[config.mk]
export PLATFORM = sky130hd
export DESIGN_NAME = wdog_timer
export DESIGN_NICKNAME = d
export VERILOG_FILES = /design/src/rtl/wdog_pkg.sv /design/src/rtl/wdog_ctl_reg.sv /design/src/rtl/wdog_counter.sv /design/src/rtl/wdog_fsm.sv /design/src/rtl/wdog_timer.sv
export SDC_FILE = /design/constraint.sdc
export NUM_CORES = 1
export LEC_CHECK = 0
export ABC_CLOCK_PERIOD_IN_PS = 2550
export BUFFER_PORTS_ARGS = -buffer_cell sky130_fd_sc_hd__buf_4
export CELL_PAD_IN_SITES_DETAIL_PLACEMENT = 2
export CELL_PAD_IN_SITES_GLOBAL_PLACEMENT = 2
export CORE_ASPECT_RATIO = 1.25
export CORE_UTILIZATION = 28
export DETAILED_ROUTE_END_ITERATION = 6
export PLACE_DENSITY_LB_ADDON = 0.05
export SYNTH_ARGS = -nofsm -noshare
export SYNTH_HDL_FRONTEND = slang
export SYNTH_SLANG_ARGS = --single-unit
[constraint.sdc]
create_clock -name clk -period 2.55 [get_ports clk]
set_clock_uncertainty 0.05 [all_clocks]
set_input_delay 0.51 -clock clk [delete_from_list [all_inputs] [get_ports clk]]
set_output_delay 0.51 -clock clk [all_outputs]
set_load 0.005 [all_outputs]
[src/rtl/wdog_pkg.sv]
package wdog_pkg;

    localparam int TOP_W   = 4;
    localparam int CTL_W   = 8;
    localparam int BIT_EN  = 0;
    localparam int BIT_IF  = 1;
    localparam int BIT_FRZ = 3;
    localparam int TOP_LSB = 4;

    typedef struct packed {
        logic [TOP_W-1:0] top;
        logic             frz;
        logic             ifm;
        logic             en;
    } wdog_ctl_t;

    typedef enum logic {
        WD_CALM  = 1'b0,
        WD_ALERT = 1'b1
    } wdog_state_e;

endpackage

[src/rtl/wdog_ctl_reg.sv]
module wdog_ctl_reg
    import wdog_pkg::*;
(
    input  logic             clk,
    input  logic             rst_n,
    input  logic             wr_en,
    input  logic [CTL_W-1:0] wr_byte,
    output wdog_ctl_t        ctl,
    output logic [CTL_W-1:0] rd_byte
);

    logic en_locked;
    assign en_locked = ctl.frz && ctl.en;

    always_ff @(posedge clk or negedge rst_n) begin
        if (!rst_n) begin
            ctl <= '0;
        end else if (wr_en) begin
            ctl.top <= wr_byte[TOP_LSB +: TOP_W];
            ctl.ifm <= wr_byte[BIT_IF];
            ctl.frz <= ctl.frz | wr_byte[BIT_FRZ];
            ctl.en  <= en_locked ? 1'b1 : wr_byte[BIT_EN];
        end
    end

    always_comb begin
        rd_byte                        = '0;
        rd_byte[BIT_EN]                = ctl.en;
        rd_byte[BIT_IF]                = ctl.ifm;
        rd_byte[BIT_FRZ]               = ctl.frz;
        rd_byte[TOP_LSB +: TOP_W]      = ctl.top;
    end

endmodule

[src/rtl/wdog_counter.sv]
module wdog_counter
    import wdog_pkg::*;
#(
    parameter int EXP_BASE = 16
) (
    input  logic             clk,
    input  logic             rst_n,
    input  logic             en,
    input  logic             kick,
    input  logic [TOP_W-1:0] top,
    output logic             expire
);

    localparam int CNT_W = EXP_BASE + (1 << TOP_W);

    logic [CNT_W-1:0] cnt;
    logic [CNT_W-1:0] reload;

    assign reload = CNT_W'(1) << (EXP_BASE + int'(top));
    assign expire = en && !kick && (cnt == CNT_W'(1));

    always_ff @(posedge clk or negedge rst_n) begin
        if (!rst_n) begin
            cnt <= CNT_W'(1) << EXP_BASE;
        end else if (kick || expire) begin
            cnt <= reload;
        end else if (en) begin
            cnt <= cnt - CNT_W'(1);
        end
    end

endmodule

[src/rtl/wdog_fsm.sv]
module wdog_fsm
    import wdog_pkg::*;
(
    input  logic clk,
    input  logic rst_n,
    input  logic expire,
    input  logic ifm,
    input  logic irq_clr,
    output logic irq,
    output logic rst_req
);

    wdog_state_e state, state_nx;
    logic        pending;
    logic        bite;

    assign pending = (state == WD_ALERT) && !irq_clr;
    assign bite    = expire && (pending || !ifm);

    always_comb begin
        state_nx = state;
        unique case (state)
            WD_CALM:  if (expire && ifm) state_nx = WD_ALERT;
            WD_ALERT: if (irq_clr) state_nx = (expire && ifm) ? WD_ALERT : WD_CALM;
        endcase
    end

    always_ff @(posedge clk or negedge rst_n) begin
        if (!rst_n) state <= WD_CALM;
        else        state <= state_nx;
    end

    always_ff @(posedge clk or negedge rst_n) begin
        if (!rst_n) begin
            irq     <= 1'b0;
            rst_req <= 1'b0;
        end else begin
            irq     <= (state_nx == WD_ALERT);
            rst_req <= bite;
        end
    end

endmodule

[src/rtl/wdog_timer.sv]
module wdog_timer
    import wdog_pkg::*;
#(
    parameter int DATA_W   = 32,
    parameter int EXP_BASE = 16
) (
    input  logic              clk,
    input  logic              rst_n,
    input  logic              wr_en,
    input  logic [DATA_W-1:0] wr_data,
    output logic [DATA_W-1:0] rd_data,
    input  logic              kick,
    input  logic              irq_clr,
    output logic              irq,
    output logic              rst_req
);

    wdog_ctl_t        ctl;
    logic [CTL_W-1:0] rd_byte;
    logic             expire;
    logic             unused_wr_hi;

    assign unused_wr_hi = ^wr_data[DATA_W-1:CTL_W];
    assign rd_data      = {{(DATA_W-CTL_W){1'b0}}, rd_byte};

    wdog_ctl_reg u_reg (
        .clk     (clk),
        .rst_n   (rst_n),
        .wr_en   (wr_en),
        .wr_byte (wr_data[CTL_W-1:0]),
        .ctl     (ctl),
        .rd_byte (rd_byte)
    );

    wdog_counter #(.EXP_BASE(EXP_BASE)) u_cnt (
        .clk    (clk),
        .rst_n  (rst_n),
        .en     (ctl.en),
        .kick   (kick),
        .top    (ctl.top),
        .expire (expire)
    );

    wdog_fsm u_fsm (
        .clk     (clk),
        .rst_n   (rst_n),
        .expire  (expire),
        .ifm     (ctl.ifm),
        .irq_clr (irq_clr),
        .irq     (irq),
        .rst_req (rst_req)
    );

endmodule

==> reports/metrics.cfg <==
[synth]
postSynthRegisterBits = 41
synth.lib_cells_used.distinct = 45
synth_simple_gate_area_share_pct = 25.3
synth_edf_count = 0
synthXorXnorAreaFrac_pct = 7.86
synth_top_flop_cell = sky130_fd_sc_hd__dfrtp_1
main_combinational_cell_family_by_area_after_synthesis = simple AND/OR/NAND/NOR gates
synth_compound_area_share_pct = 9.18
fraction_of_registers_with_async_set_reset_pct = 100
seq_area_frac_synth_pct = 41.9
syn_area_sq_mm = 0.00245
synth.mux.area_fraction_pct = 3.52
biggest_area_consumer_among_synthesized_cells = sky130_fd_sc_hd__dfrtp_1
ys.warnings.count = 0
postSynthCellCount = 259
syn_avg_cell_area_sq_um = 9.47
synthTopCellsByArea = sky130_fd_sc_hd__dfrtp_1, sky130_fd_sc_hd__buf_4, sky130_fd_sc_hd__xnor2_1
synth_adder_area_share_pct = 1.02
synth.top_cell.area_share_pct = 40.8

[floorplanning]
die_area_sq_mm = 0.00914
initial_util_pct = 29.3
core-area_sq_mm = 0.00838
io_pins = 71
die_y_microns = 107
chipWidth_microns = 85.7
number_of_core_rows = 37

[drt]
via_per_inst = 4.76
initialDrtViolationCount = 28
avgRoutedWirePerCell_microns = 16.5
detail_route.wirelength_microns = 6880
ant_nets = 0
drt_pre_antenna_iters = 4
drc = 0
dr_total_vias = 1990

[power]
switching_share_pct = 43.5
powerDensity_mw_per_mm2 = 1110
power.total_mw = 3.21
p_comb_share_pct = 52.7
maximum_resistive_drop_on_vdd_v = 0.000409
power_frac_seq_pct = 32.7
cellInternalPower_mw = 1.82
cellLeakagePower_nw = 1.24
clkPwrFrac_pct = 14.6
total_switching_power_mw = 1.40

[grt]
grt_pass1_wl_microns = 11300
grt.overflow.total = 0
grt_start_max_net_pins = 42
grt_antenna_before_repair = 0
number_of_global_route_vias_before_repair = 2086
grt_use_total_pct = 16.3

[cts]
clock_sinks = 41
tritoncts.num_buffers = 5
ctsHoldBuffers = 0
cts_root_buffer = sky130_fd_sc_hd__clkbuf_8
clock_tree.htree_level_count = 2
clk-insertion-delay-late_ns = 0.30
clkTransAtPathRegs_ns = 0.09
clock_tree.buffer_depth = 2
tritoncts = done

[sta]
timing.final.crit_share_pct = 98.3
clock.fmax_ghz = 0.399
timing_hold_violations_final = 0
max_slew.worst_pin.slew_ns = 0.568
finalWorstPathRequiredPeriod_ns = 2.51
setup_violations = 0
tightest_slew_margin_relative_to_the_limit_pct = 62.1
fin_setup_tns_ns = 0
final_max_slew_viol_count = 0
grt_setup_unrepaired = yes

[worst_setup_path]
worst-r2r-cell-count = 7
worst_endpoint_data_arrival_time_ns = 2.66
criticalPathCategory = reg -> reg
rrSetupSlack_ns = 0.04
path_max_fanout = 8
setup.worst_path.end_class = register
critPathLaunchType = register
worstReg2RegEnd = u_cnt.cnt[30]$_DFFE_PN0P_
critical_path_required_ns = 2.70
worstReg2RegStart = u_cnt.cnt[16]$_DFFE_PN1P_

[finish]
final_layout_size_suffix_gt1_share_pct = 21.9
layout_common_cells = sky130_fd_sc_hd__buf_4, sky130_fd_sc_hd__dfrtp_1, sky130_fd_sc_hd__conb_1
nets = 339
filler_cells = 947
postLayoutCoreUtil_pct = 34.5
n_antenna_cell = 0
final_area_sq_mm = 0.00289
areaGrowthSynthToFinish_pct = 17.9
final-instance-count-excl-fill = 418
mostFrequentLayoutCell = sky130_fd_sc_hd__buf_4

[placed_design]
placement.cell_area_sq_mm = 0.00275
dp.cells = 405
io_buffer_count = 20
weighted_congestion_at_the_end_of_routability_driven_global_placement = 0.706
dpl.hpwl_microns = 5060

[min_path]
hold_path.class = in -> async

[status]
status = finished, final reports clean

[run]
max_cap_violations = 0

-- synth_stat cells, drive strengths merged (2+ instances only) --
library cell   n
a211oi         7
buf           32
xnor2         18
nand3         12
and4           2
nand2         11
nor4          11
o21ai         15
mux2i          3
dfrtp         40
or3            6
nor4b          3
clkbuf         5
or4            4
inv            5
ha             2
nor2b          6
mux2           5
nor2          24
xor2           4
nor3          14
o41ai          2
nand4          9
a21oi          3
nand2b         4
-- repair_timing --
action                     CTS  global route
setup endpoints to repair    3            14
buffers inserted             1             4
hold endpoints to repair     0             0
resized for setup            0             4
pin swaps                    1             0
-- through the flow --
stage	setup WS [ns]	hold WS, ns
after detailed placement	0.00902	0.422
after CTS	0.0158	0.173
after global placement	0.0227	0.413
after global routing	-0.0348	0.191
after floorplan	0.155	0.164
final	0.0445	0.156
-- kinds of logic after synthesis --
family / after synthesis
flip-flops: 41
adder cells (fa/ha/maj): 2
AO/OA/AOI/OAI: 33
multiplexers: 8
XOR/XNOR: 22
AND/OR/NAND/NOR: 110
other: 1
buffers and inverters: 42
-- power groups by stage --
stage          Combinational, mW  Clock [mW]  Sequential, mW
2_1_floorplan               1.16           0            1.01
3_3_place_gp                1.60           0            1.06
3_5_place_dp                1.63           0            1.07
4_1_cts                     1.66       0.487            1.06
5_1_grt                     1.89       0.505            1.08
6_report                    1.69       0.469            1.05
-- per-layer routing --
metal / vias up / global-route usage [%] / routed length [microns]
met2: 22 / 29.4 / 3700
li1: 954 / - / -
met4: 0 / 5.36 / 96
met5: - / 0 / 0
met1: 1008 / 19.9 / 2980
met3: 6 / 2.31 / 114
-- sequential cells by signal (all words and copies together) (netlist names) --
name	flops
u_fsm.state	1
u_fsm.rst_req	1
u_reg.ctl	7
u_cnt.cnt	32
-- worst max-delay path, cell delays in order (launching register included) --
cell,delay [ns]
sky130_fd_sc_hd__dfstp_2,0.38
sky130_fd_sc_hd__or4_4,0.53
sky130_fd_sc_hd__or4_4,0.54
sky130_fd_sc_hd__buf_4,0.19
sky130_fd_sc_hd__nor4_2,0.24
sky130_fd_sc_hd__buf_4,0.17
sky130_fd_sc_hd__mux2i_1,0.07
sky130_fd_sc_hd__o31ai_1,0.24
-- area by class of cell --
class | instances | area [sq um] | area share, %
tap | 117 | 146 | 5.06
multi-input combinational | 200 | 1240 | 43.0
inverter | 5 | 18.8 | 0.649
sequential | 41 | 1030 | 35.5
clock buffer | 8 | 90.1 | 3.12
timing repair buffer | 47 | 364 | 12.6
-- worst max path at each step --
stage | start | end
5_1_grt | u_cnt.cnt[16]$_DFFE_PN1P_ | u_cnt.cnt[24]$_DFFE_PN0P_
3_3_place_gp | u_cnt.cnt[17]$_DFFE_PN0P_ | u_cnt.cnt[23]$_DFFE_PN0P_
4_1_cts | u_cnt.cnt[17]$_DFFE_PN0P_ | u_cnt.cnt[24]$_DFFE_PN0P_
2_1_floorplan | u_cnt.cnt[17]$_DFFE_PN0P_ | u_cnt.cnt[27]$_DFFE_PN0P_
6_report | u_cnt.cnt[16]$_DFFE_PN1P_ | u_cnt.cnt[30]$_DFFE_PN0P_
3_5_place_dp | u_cnt.cnt[17]$_DFFE_PN0P_ | u_cnt.cnt[24]$_DFFE_PN0P_
No activity file was read; power rests on OpenSTA's default activity.
